$ cat config.mk
export PLATFORM = sky130hd
export DESIGN_NAME = serial_os_rx
export DESIGN_NICKNAME = d
export VERILOG_FILES = /design/src/rtl/rxos_pkg.sv /design/src/rtl/rxos_sync.sv /design/src/rtl/rxos_phase.sv /design/src/rtl/rxos_vote.sv /design/src/rtl/serial_os_rx.sv
export SDC_FILE = /design/constraint.sdc
export NUM_CORES = 1
export LEC_CHECK = 0
export BUFFER_PORTS_ARGS = -buffer_cell sky130_fd_sc_hd__buf_4
export CAP_MARGIN = 20
export CORE_UTILIZATION = 59
export CTS_CLUSTER_DIAMETER = 80
export DETAILED_ROUTE_END_ITERATION = 10
export PLACE_DENSITY_LB_ADDON = 0.2
export SLEW_MARGIN = 5
export SYNTH_ARGS = -nofsm -noshare
export SYNTH_HDL_FRONTEND = slang
export SYNTH_SLANG_ARGS = --single-unit
$ cat constraint.sdc
create_clock -name clk -period 3.35 [get_ports clk]
set_input_delay 0.1675 -clock clk [delete_from_list [all_inputs] [get_ports clk]]
set_output_delay 0.1675 -clock clk [all_outputs]
set_load 0.005 [all_outputs]
$ cat src/rtl/rxos_pkg.sv
package rxos_pkg;
  typedef enum logic [2:0] {
    ST_IDLE,
    ST_START,
    ST_DATA,
    ST_PAR,
    ST_STOP
  } rx_state_e;
endpackage

$ cat src/rtl/rxos_sync.sv
module rxos_sync #(
  parameter int STAGES = 2
) (
  input  logic clk,
  input  logic rst_n,
  input  logic din,
  output logic dout
);
  logic [STAGES-1:0] q;

  always_ff @(posedge clk or negedge rst_n) begin
    if (!rst_n) q <= '1;
    else        q <= {q[STAGES-2:0], din};
  end

  assign dout = q[STAGES-1];
endmodule

$ cat src/rtl/rxos_phase.sv
module rxos_phase #(
  parameter int OSR = 16,
  parameter int CW  = $clog2(OSR + 1)
) (
  input  logic          clk,
  input  logic          rst_n,
  input  logic          tick,
  input  logic          fast,
  input  logic          halt,
  output logic [CW-1:0] num,
  output logic          last
);
  localparam logic [CW-1:0] SPAN_N = CW'(OSR);
  localparam logic [CW-1:0] SPAN_F = CW'(OSR / 2);

  logic [CW-1:0] cnt, cnt_n, span;

  assign span = fast ? SPAN_F : SPAN_N;
  // sample number of the sample taken on this tick
  assign num  = (cnt == span) ? CW'(1) : cnt + CW'(1);
  assign last = (num == span);

  always_comb begin
    cnt_n = cnt;
    if (tick) cnt_n = halt ? '0 : num;
  end

  always_ff @(posedge clk or negedge rst_n) begin
    if (!rst_n) cnt <= '0;
    else        cnt <= cnt_n;
  end

  // the phase never runs past one bit period of the chosen rate
  a_r3_phase_in_span: assert property (@(posedge clk) disable iff (!rst_n)
    cnt <= span);
endmodule

$ cat src/rtl/rxos_vote.sv
module rxos_vote (
  input  logic clk,
  input  logic rst_n,
  input  logic tick,
  input  logic clr,
  input  logic take,
  input  logic bit_in,
  output logic maj
);
  logic [1:0] ones, ones_n;
  logic [2:0] total;

  assign total = {1'b0, ones} + {2'b00, bit_in};
  assign maj   = (total >= 3'd2);

  always_comb begin
    ones_n = ones;
    if (tick) begin
      if (clr)       ones_n = 2'd0;
      else if (take) ones_n = (total > 3'd3) ? 2'd3 : total[1:0];
    end
  end

  always_ff @(posedge clk or negedge rst_n) begin
    if (!rst_n) ones <= 2'd0;
    else        ones <= ones_n;
  end

  // the tally is cleared at sample 1, before any vote sample comes in
  a_r5_tally_cleared: assert property (@(posedge clk) disable iff (!rst_n)
    (tick && clr) |=> (ones == 2'd0));
endmodule

$ cat src/rtl/serial_os_rx.sv
module serial_os_rx
  import rxos_pkg::*;
#(
  parameter int DW   = 8,
  parameter int OSR  = 16,
  parameter int SYNC = 2
) (
  input  logic          clk,
  input  logic          rst_n,
  input  logic          tick_en,
  input  logic          fast_mode,
  input  logic          par_en,
  input  logic          rxd,
  output logic [DW-1:0] rx_byte,
  output logic          rx_valid,
  output logic          parity_err,
  output logic          frame_err
);
  localparam int CW = $clog2(OSR + 1);
  localparam int IW = (DW > 1) ? $clog2(DW) : 1;
  localparam logic [CW-1:0] LO_N = CW'(OSR / 2);
  localparam logic [CW-1:0] HI_N = CW'(OSR / 2 + 2);
  localparam logic [CW-1:0] LO_F = CW'(OSR / 4);
  localparam logic [CW-1:0] HI_F = CW'(OSR / 4 + 2);
  localparam logic [IW-1:0] LAST_IDX = IW'(DW - 1);

  logic          line;
  logic [CW-1:0] num, lo_pos, hi_pos;
  logic          last, halt, maj, take, clr, decide;

  rx_state_e     state, state_n;
  logic [IW-1:0] idx, idx_n;
  logic [DW-1:0] shreg, shreg_n, byte_n;
  logic          pbit, pbit_n, prev, prev_n;
  logic          valid_n, perr_n, ferr_n;

  rxos_sync #(.STAGES(SYNC)) u_sync (
    .clk(clk), .rst_n(rst_n), .din(rxd), .dout(line));

  rxos_phase #(.OSR(OSR), .CW(CW)) u_phase (
    .clk(clk), .rst_n(rst_n), .tick(tick_en), .fast(fast_mode),
    .halt(halt), .num(num), .last(last));

  assign lo_pos = fast_mode ? LO_F : LO_N;
  assign hi_pos = fast_mode ? HI_F : HI_N;
  assign take   = (num >= lo_pos) && (num <= hi_pos);
  assign clr    = (num == CW'(1));
  assign decide = tick_en && (num == hi_pos);
  assign halt   = (state_n == ST_IDLE);

  rxos_vote u_vote (
    .clk(clk), .rst_n(rst_n), .tick(tick_en), .clr(clr),
    .take(take), .bit_in(line), .maj(maj));

  always_comb begin
    state_n = state;
    idx_n   = idx;
    shreg_n = shreg;
    pbit_n  = pbit;
    prev_n  = tick_en ? line : prev;
    valid_n = 1'b0;
    byte_n  = rx_byte;
    perr_n  = parity_err;
    ferr_n  = frame_err;
    if (tick_en) begin
      unique case (state)
        ST_IDLE: if (prev && !line) state_n = ST_START;
        ST_START: begin
          if (decide && maj) state_n = ST_IDLE;
          else if (last) begin
            state_n = ST_DATA;
            idx_n   = '0;
          end
        end
        ST_DATA: begin
          if (decide) shreg_n = {maj, shreg[DW-1:1]};
          if (last) begin
            if (idx == LAST_IDX) state_n = par_en ? ST_PAR : ST_STOP;
            else                 idx_n   = idx + IW'(1);
          end
        end
        ST_PAR: begin
          if (decide) pbit_n = maj;
          if (last)   state_n = ST_STOP;
        end
        ST_STOP: begin
          if (decide) begin
            state_n = ST_IDLE;
            valid_n = 1'b1;
            byte_n  = shreg;
            ferr_n  = !maj;
            perr_n  = par_en && ((^shreg) ^ pbit);
          end
        end
        default: state_n = ST_IDLE;
      endcase
    end
  end

  always_ff @(posedge clk or negedge rst_n) begin
    if (!rst_n) begin
      state      <= ST_IDLE;
      idx        <= '0;
      shreg      <= '0;
      pbit       <= 1'b0;
      prev       <= 1'b1;
      rx_valid   <= 1'b0;
      rx_byte    <= '0;
      parity_err <= 1'b0;
      frame_err  <= 1'b0;
    end else begin
      state      <= state_n;
      idx        <= idx_n;
      shreg      <= shreg_n;
      pbit       <= pbit_n;
      prev       <= prev_n;
      rx_valid   <= valid_n;
      rx_byte    <= byte_n;
      parity_err <= perr_n;
      frame_err  <= ferr_n;
    end
  end

  // the strobe lasts one cycle
  a_r8_single_strobe: assert property (@(posedge clk) disable iff (!rst_n)
    rx_valid |=> !rx_valid);
  // a strobe only follows a stop-bit decision
  a_r8_strobe_from_stop: assert property (@(posedge clk) disable iff (!rst_n)
    rx_valid |-> ($past(state) == ST_STOP));
  // the framing flag moves only with the strobe
  a_r7_ferr_held: assert property (@(posedge clk) disable iff (!rst_n)
    !rx_valid |-> $stable(frame_err));
  // the parity flag moves only with the strobe
  a_r6_perr_held: assert property (@(posedge clk) disable iff (!rst_n)
    !rx_valid |-> $stable(parity_err));
  // while hunting for an edge, the bit phase stays parked at sample 1
  a_r4_idle_phase: assert property (@(posedge clk) disable iff (!rst_n)
    (state == ST_IDLE) |-> (num == CW'(1)));
endmodule

==> qor.yml, run 1 <==
run_status:
  status: "finished clean"
cts:
  clkLatencyLatePin_ps: 340
  cts_resized: 0
  clock-sinks: 36
  cts_post_setup_buffers_inserted: 0
  clock_path_buffers: 2
  number_of_h_tree_levels: 2
  cts-hold-fix-buffers: 2
  cts.reportedPaths.clkPinSlew_ps: 110
  cts_inserted_buffers: 5
  clockRootBuffer: "clkbuf_4"
  tritoncts: "yes"
synth:
  yosys-mux-area-fraction_pct: 14.1
  postSynthCellCount: 197
  yosysTopAreaCellShare_pct: 39.4
  synth_edf_count: 0
  post_synth_xor_area_fraction_pct: 5.01
  count_of_warnings_emitted_by_yosys: 0
  synthesized_area_fraction_occupied_by_ao_oa_aoi_and_oai_cells_pct: 11.4
  post-synth-top-count-cell: "dfrtp_1"
  synthesis.nets: 212
  synthesis.area_sq_um: 2100
  ys_async_sr_fraction_pct: 100
  synth_top_family_by_area: "simple AND/OR/NAND/NOR gates"
  list_of_most_frequent_post_synthesis_cells: "33 x dfrtp_1, 15 x a21oi_1, 13 x nand2_1, 12 x mux2_2, 12 x nor2_1"
  synthSimpleGateAreaFrac_pct: 16.2
  synth_cell_type_count: 47
  postSynthAreaPerCell_sq_um: 10.7
  synth_sequential_area_ratio_pct: 43.1
  synth_area_leader_cell: "dfrtp_1"
  synth-main-ff-cell: "dfrtp_1"
  ys_ff_latch: 36
  synth.area.top_cells: "dfrtp_1 39%, mux2_2 6.4%, mux2_4 5.7%, ha_1 5.4%, dfstp_2 3.8%"
  synth_fa_ha_area_share_pct: 5.37
sta:
  maxSlewViolCount: 0
  achievable-frequency_mhz: 322
  final.period_utilization_pct: 92.6
  worst_slack_ps: 249
  rsz0062_at_grt: "no"
  hold_viol: 0
  tightest_slew_ps: 427
  finalCriticalPeriod_ps: 3100
  setup_viol: 0
  timing.setup.tns_ps: 0
  slew_headroom_pct: 71.4
  timing.clock.skew_ps: 5.19
die:
  placementRows: 21
  core_box_area_sq_um: 3360
  start_util_pct: 62.4
  die_area_sq_um: 3800
  dieWidth_um: 61.6
  die_h_um: 61.6
  boundaryPins: 17
worst_setup_path:
  kind_of_start_point_of_the_critical_path: "flop"
  worstReg2RegEnd: "rx_byte[7]"
  critPathRequiredTime_ps: 3580
  worst_ep_arrival_ps: 3330
  timing.critical_path.slowest_cell_delay_ps: 580
  critPathMaxFanout: 12
  criticalPathCategory: "reg2reg"
  worstRegToRegCells: 9
  crit-reg2reg-launch: "u_phase.cnt[4]"
  timing.critical_path.cells: "or3b_4, a21oi_1, o21ai_0, and2_1, ha_1, and4_1, and3_4, and4_4, mux2_2"
  worst-r2r-setup-slack_ps: 250
  end_kind: "flop"
  cpMaxStageDelayCell: "dfrtp_1"
  critical_path.n_buffers_inverters: 0
  timing.critical_path.max_delay_family: "simple AND/OR/NAND/NOR gates"
placement:
  place.detailed.hpwl_um: 2750
  finalWeightedCongestion: 0.830
  port_buffers: 16
  post-place-ws_ps: 286
detailed_routing:
  postRouteAntennaNets: 0
  route.vias.total: 1481
  drc: 0
  drt_first_iter_violations: 92
  wl_met3_um: 161
  drt-wirelength-per-cell_um: 14.5
  met1Wirelength_um: 1820
  postRouteWirelength_um: 3770
  top_layer_used: "met4"
  wl_met2_um: 1750
  drt_pre_antenna_iters: 4
  avgViaCountPerCell: 5.70
global_routing:
  number_of_antenna_violations_at_the_first_check_in_global_routing: 0
  maximum_number_of_pins_on_one_net_before_global_route_repair: 37
  first_global_vias: 1316
  grt_first_pass_wirelength_um: 6000
  track_usage_pct: 22.1
  globalRouteOverflowTotal: 0
power:
  power_density_nw_per_um2: 685
  total_power_mw: 1.60
  vdd_drop_max_uv: 380
  cellLeakagePower_nw: 1.12
job:
  cap_violations: 0
min_path:
  worstHoldStart: "par_en"
  worst_hold_path.endpoint: "parity_err"
  hold-path-cell-count: 3
  worst_hold_path_type: "in2reg"
cells_and_area:
  finish.utilization_pct: 69.3
  layout.nets: 228
  fraction_of_final_layout_cells_sized_beyond_drive_strength_1_pct: 26.6
  num-fill-cells: 272
  area_growth_pct: 11.1
  diode_insertion_count_for_antenna_repair: 0
[per-stage QoR]
stage	std cells	hold WS [ps]	instance area, sq um
after floorplan	197	-128	2100
after CTS	260	50.7	2330
after detailed placement	250	141	2220
after global placement	250	136	2220
after global routing	260	86.9	2330
final	260	57.5	2330
[state kept, by name (all words and copies together) (netlist names), 2 cells and up]
register	count
u_sync.q	2
rx_byte	8
u_phase.cnt	5
u_vote.ones	2
idx	3
state	3
shreg	8
[how the worst max path moves through the flow]
stage	start	to	slack, ps	depth (start not counted)
2_1_floorplan	u_phase.cnt[0]	rx_byte[0]	650	9
3_3_place_gp	u_phase.cnt[4]	frame_err	370	9
3_5_place_dp	u_phase.cnt[4]	frame_err	290	9
4_1_cts	u_phase.cnt[4]	frame_err	270	9
5_1_grt	u_phase.cnt[4]	frame_err	70	9
6_report	u_phase.cnt[4]	rx_byte[7]	250	9
[kinds of logic after synthesis]
logic type               count (synthesis)
adder cells (fa/ha/maj)                  9
AND/OR/NAND/NOR                         59
flip-flops                              36
AO/OA/AOI/OAI                           37
XOR/XNOR                                12
buffers and inverters                   20
multiplexers                            24
[per-layer routing]
metal  track usage [%]  vias up
met5                 0        -
met4              6.67        0
met3              6.09        7
met2              33.9       35
met1              30.5      704
li1                  -      735
[worst register-to-register path, delay by kind of cell, from the launching register on]
| family | cells | cell delay [ps] |
|---|---|---|
| simple gates | 5 | 1500 |
| flops | 1 | 580 |
| mux | 1 | 370 |
| fa+ha+maj | 1 | 320 |
| compound gates | 2 | 240 |
[report_power, final]
group,internal (mW),switching (mW)
logic,0.307,0.317
registers,0.516,0.119
clock network,0.198,0.140
total,1.02,0.576
[layout by cell type (no fill, tap or decap), types with 4 or more instances in the layout]
master,count
xor2_1,4
inv_1,11
ha_1,9
mux2_4,8
a21oi_1,15
nor2_1,12
mux2i_1,4
mux2_2,12
o21ai_0,7
nand4_1,4
clkbuf_4,5
nand2_1,13
dfrtp_1,33
xnor2_1,8
buf_4,16
nand3_1,8
[final cells by class]
| cell class | count | area [sq um] | share of cell area, % |
|---|---|---|---|
| clock buffers | 7 | 65.1 | 2.79 |
| repair buffers | 18 | 140 | 6.01 |
| inverters | 11 | 41.3 | 1.77 |
| flip-flops and latches | 36 | 905 | 38.8 |
| well taps | 46 | 57.6 | 2.47 |
| multi-input cells | 141 | 1090 | 46.9 |
| clock inverters | 1 | 30.0 | 1.29 |
(Power assumes the default switching activity.)
==> run 2: changes to the inputs <==
- ABC_AREA: unset -> 1
- BUFFER_PORTS_ARGS: -buffer_cell sky130_fd_sc_hd__buf_4 -> unset
- CORE_UTILIZATION: 59 -> 60
- DONT_BUFFER_PORTS: unset -> 1
- clock period: 3.35 -> 2.9 ns (I/O delays scaled with it)
==> run 2 against run 1 <==
  * Register-to-register slack got worse by 50 ps
  * Non-clock buffer count decreased by 10
  * Combinational power decreased by 73%
  * Cell area decreased by 6.0%
  * Clock skew increased by 3.1 ps
  * Sequential power decreased by 11%
  * Critical path depth increased by 10
  * Flip-flop and latch count unchanged
  * Area after synthesis decreased by 4.5%
  * Utilization increased by 1.3 points
  * Maximum frequency increased by 15%
==> qor.yml, run 2 <==
synth:
  synth_area_leader_cell: "dfrtp_1"
  postSynthAreaPerCell_sq_um: 7.99  # -25%
  postSynthCellCount: 251  # +27%
  ys_async_sr_fraction_pct: 100  # unchanged
  synthesis.area_sq_um: 2000  # -4.5%
  count_of_warnings_emitted_by_yosys: 0  # unchanged
  synthesis.nets: 266  # +25%
  synth_cell_type_count: 31  # -34%
  list_of_most_frequent_post_synthesis_cells: "74 x nand2_1, 33 x dfrtp_1, 31 x inv_1, 17 x o21ai_0"
  post-synth-top-count-cell: "nand2_1"
  synth.area.top_cells: "dfrtp_1 41%, nand2_1 14%, inv_1 5.8%, ha_1 5.6%, o21ai_0 4.2%"
  synth_sequential_area_ratio_pct: 45.1  # +2.0 points
  yosysTopAreaCellShare_pct: 41.2  # +1.8 points
  synth-main-ff-cell: "dfrtp_1"
  ys_ff_latch: 36  # unchanged
  synth_edf_count: 0  # unchanged
cts:
  clock-sinks: 36  # unchanged
  clkLatencyLatePin_ps: 340  # about the same
  cts_post_setup_buffers_inserted: 0  # unchanged
  clockRootBuffer: "clkbuf_4"
  cts_inserted_buffers: 5  # unchanged
  number_of_h_tree_levels: 2  # unchanged
  tritoncts: "yes"
  clock_path_buffers: 2  # unchanged
  cts.reportedPaths.clkPinSlew_ps: 100  # about the same
power:
  vdd_drop_max_uv: 303  # -20%
  power_density_nw_per_um2: 455  # -34%
  cellLeakagePower_nw: 1.18  # +5.5%
  total_power_mw: 0.997  # -38%
detailed_routing:
  postRouteAntennaNets: 0  # unchanged
  wl_met2_um: 1710  # -2.6%
  drc: 0  # unchanged
  drt_pre_antenna_iters: 4  # unchanged
  top_layer_used: "met4"
  avgViaCountPerCell: 5.16  # -9.5%
  route.vias.total: 1583  # +6.9%
  postRouteWirelength_um: 3700  # -1.9%
  drt-wirelength-per-cell_um: 12.0  # -17%
  drt_first_iter_violations: 61  # -34%
  wl_met3_um: 175  # +8.7%
  met1Wirelength_um: 1720  # -5.2%
cells_and_area:
  diode_insertion_count_for_antenna_repair: 0  # unchanged
  fraction_of_final_layout_cells_sized_beyond_drive_strength_1_pct: 13.7  # -13 points
  mostFrequentLayoutCell: "nand2_1"
  layoutNonFillerInstCount: 307  # +18%
  postLayoutCellArea_sq_um: 2190  # -6.0%
  finish.utilization_pct: 70.6  # +1.3 points
  sequential_cell_area_sq_um: 906  # +0.14%
  layout_common_cells: "72 x nand2_1, 32 x dfrtp_1, 31 x inv_1, 17 x o21ai_0"
  layout_top_registers: "rx_byte: 8 flops, shreg: 8 flops, u_phase.cnt: 5 flops"
  multi_input_area_sq_um: 965  # -12%
  layout.nets: 277  # +21%
  num-fill-cells: 271  # -0.37%
  area_growth_pct: 9.36
global_routing:
  maximum_number_of_pins_on_one_net_before_global_route_repair: 37  # unchanged
  globalRouteOverflowTotal: 0  # unchanged
  grt_first_pass_wirelength_um: 6130  # +2.1%
  number_of_antenna_violations_at_the_first_check_in_global_routing: 0  # unchanged
  track_usage_pct: 23.5  # +1.4 points
  first_global_vias: 1360  # +3.3%
sta:
  achievable-frequency_mhz: 370  # +15%
  setup_viol: 0  # unchanged
  hold_viol: 0  # unchanged
  tightest_slew_ps: 388  # -39.0 ps
  slew_headroom_pct: 73.9  # +2.5 points
  worst_slack_ps: 194  # -54.8 ps
  final.period_utilization_pct: 93.3  # +0.74 points
  timing.clock.skew_ps: 8.34  # +3.15 ps
  fin_hold_ws_ps: 19.0  # -38.5 ps
  maxSlewViolCount: 0  # unchanged
  finalCriticalPeriod_ps: 2710  # -395 ps
  timing.setup.tns_ps: 0  # unchanged
worst_setup_path:
  critPathMaxFanout: 6  # -6
  kind_of_start_point_of_the_critical_path: "flop"
  criticalPathCategory: "reg2reg"
  critPathRequiredTime_ps: 3140  # -440 ps
  end_kind: "flop"
  worst_ep_arrival_ps: 2940  # -390 ps
die:
  placementRows: 20  # -4.8%
  dieWidth_um: 59.8  # -3.0%
  die_area_sq_um: 3580  # -5.9%
  core_box_area_sq_um: 3100  # -7.7%
  boundaryPins: 17  # unchanged
  die_h_um: 59.8  # -3.0%
  start_util_pct: 64.6  # +2.2 points
run_status:
  status: "finished clean"
placement:
  placement.cell_area_sq_um: 2060  # -6.8%
  post-place-ws_ps: 175  # -110 ps
  finalWeightedCongestion: 0.924  # +11%
  place.detailed.hpwl_um: 2590  # -5.7%
  placed_cells: 294  # +18%
  port_buffers: 0  # -16
min_path:
  worst_hold_path_type: "in2reg"
job:
  cap_violations: 0  # unchanged
-- run 2: cell types whose count changed after synthesis, moves of 4 or more --
cell	previous run	this run
nand2_1	13	74
inv_1	11	31
mux2_2	12	0
o21ai_0	7	17
mux2_4	8	0
a21oi_1	15	8
nand2_2	0	7
o21ai_1	1	7
o21bai_1	0	5
xnor2_1	8	3
mux2i_1	4	0
nand3_1	8	12
-- run 2: cells by family after synthesis --
| logic type | Yosys count | synth area share, % |
|---|---|---|
| adders and majority gates | 9 | 5.62 |
| and+or+nand+nor | 116 | 25.8 |
| AOI/OAI and AO/OA | 42 | 11.9 |
| xor gates and xnor gates | 10 | 4.37 |
| DFF | 36 | 45.1 |
| buffers and inverters | 38 | 7.24 |
-- run 2: power breakdown --
group,total (mW),leakage (nW),internal (mW),switching (mW)
Combinational,0.168,0.701,0.0631,0.105
Clock,0.261,0.0349,0.0930,0.168
Sequential,0.568,0.444,0.538,0.0292
Total,0.997,1.18,0.694,0.302
-- run 2: layout make-up --
cell class                 count  area share, %
tap                           44           2.51
sequential                    36           41.3
clock inverter                 3          0.856
inverter                      34           5.82
timing repair buffer           8           3.77
clock buffer                   5           1.71
multi-input combinational    177           44.0
-- run 2: final timing paths --
check | from | end | slack (ps) | cells after the start
max | u_phase.cnt[0] | u_phase.cnt[1] | 190 | 19
min | tick_en | u_phase.cnt[0] | 20 | 3
max reg2reg | u_phase.cnt[0] | u_phase.cnt[1] | 190 | 19
min reg2reg | u_sync.q[0] | u_sync.q[1] | 360 | 0
max in group asynchronous | rst_n | u_sync.q[0] | 2420 | 2
min in group asynchronous | rst_n | rx_byte[6] | 240 | 2
-- run 2: worst max-delay path, cell delays in order (launching register included) --
cell and delay, ps:
dfrtp_2 460, inv_1 70, ha_1 160, inv_1 70, nor2_4 120, nand3_4 130
nand2_2 90, inv_1 80, ha_1 300, nand2_1 70, nor2_1 100, nand2_1 90
nor2_4 120, nand2_2 80, nand2_1 60, nand2_1 60, a21oi_2 180, nand3_2 140
o21bai_1 160, nand2_1 60
-- run 2: routing by layer --
metal / track usage, % / vias up
met3: 6.71 / 10
met5: 0 / -
met1: 32.1 / 713
met2: 33.5 / 45
li1: - / 815
met4: 12.3 / 0
-- run 2: repair_timing --
item,in CTS,in global routing
resized for setup,0,4
endpoints found under the hold margin,41,0
setup endpoints to repair,0,5
hold buffers,5,0
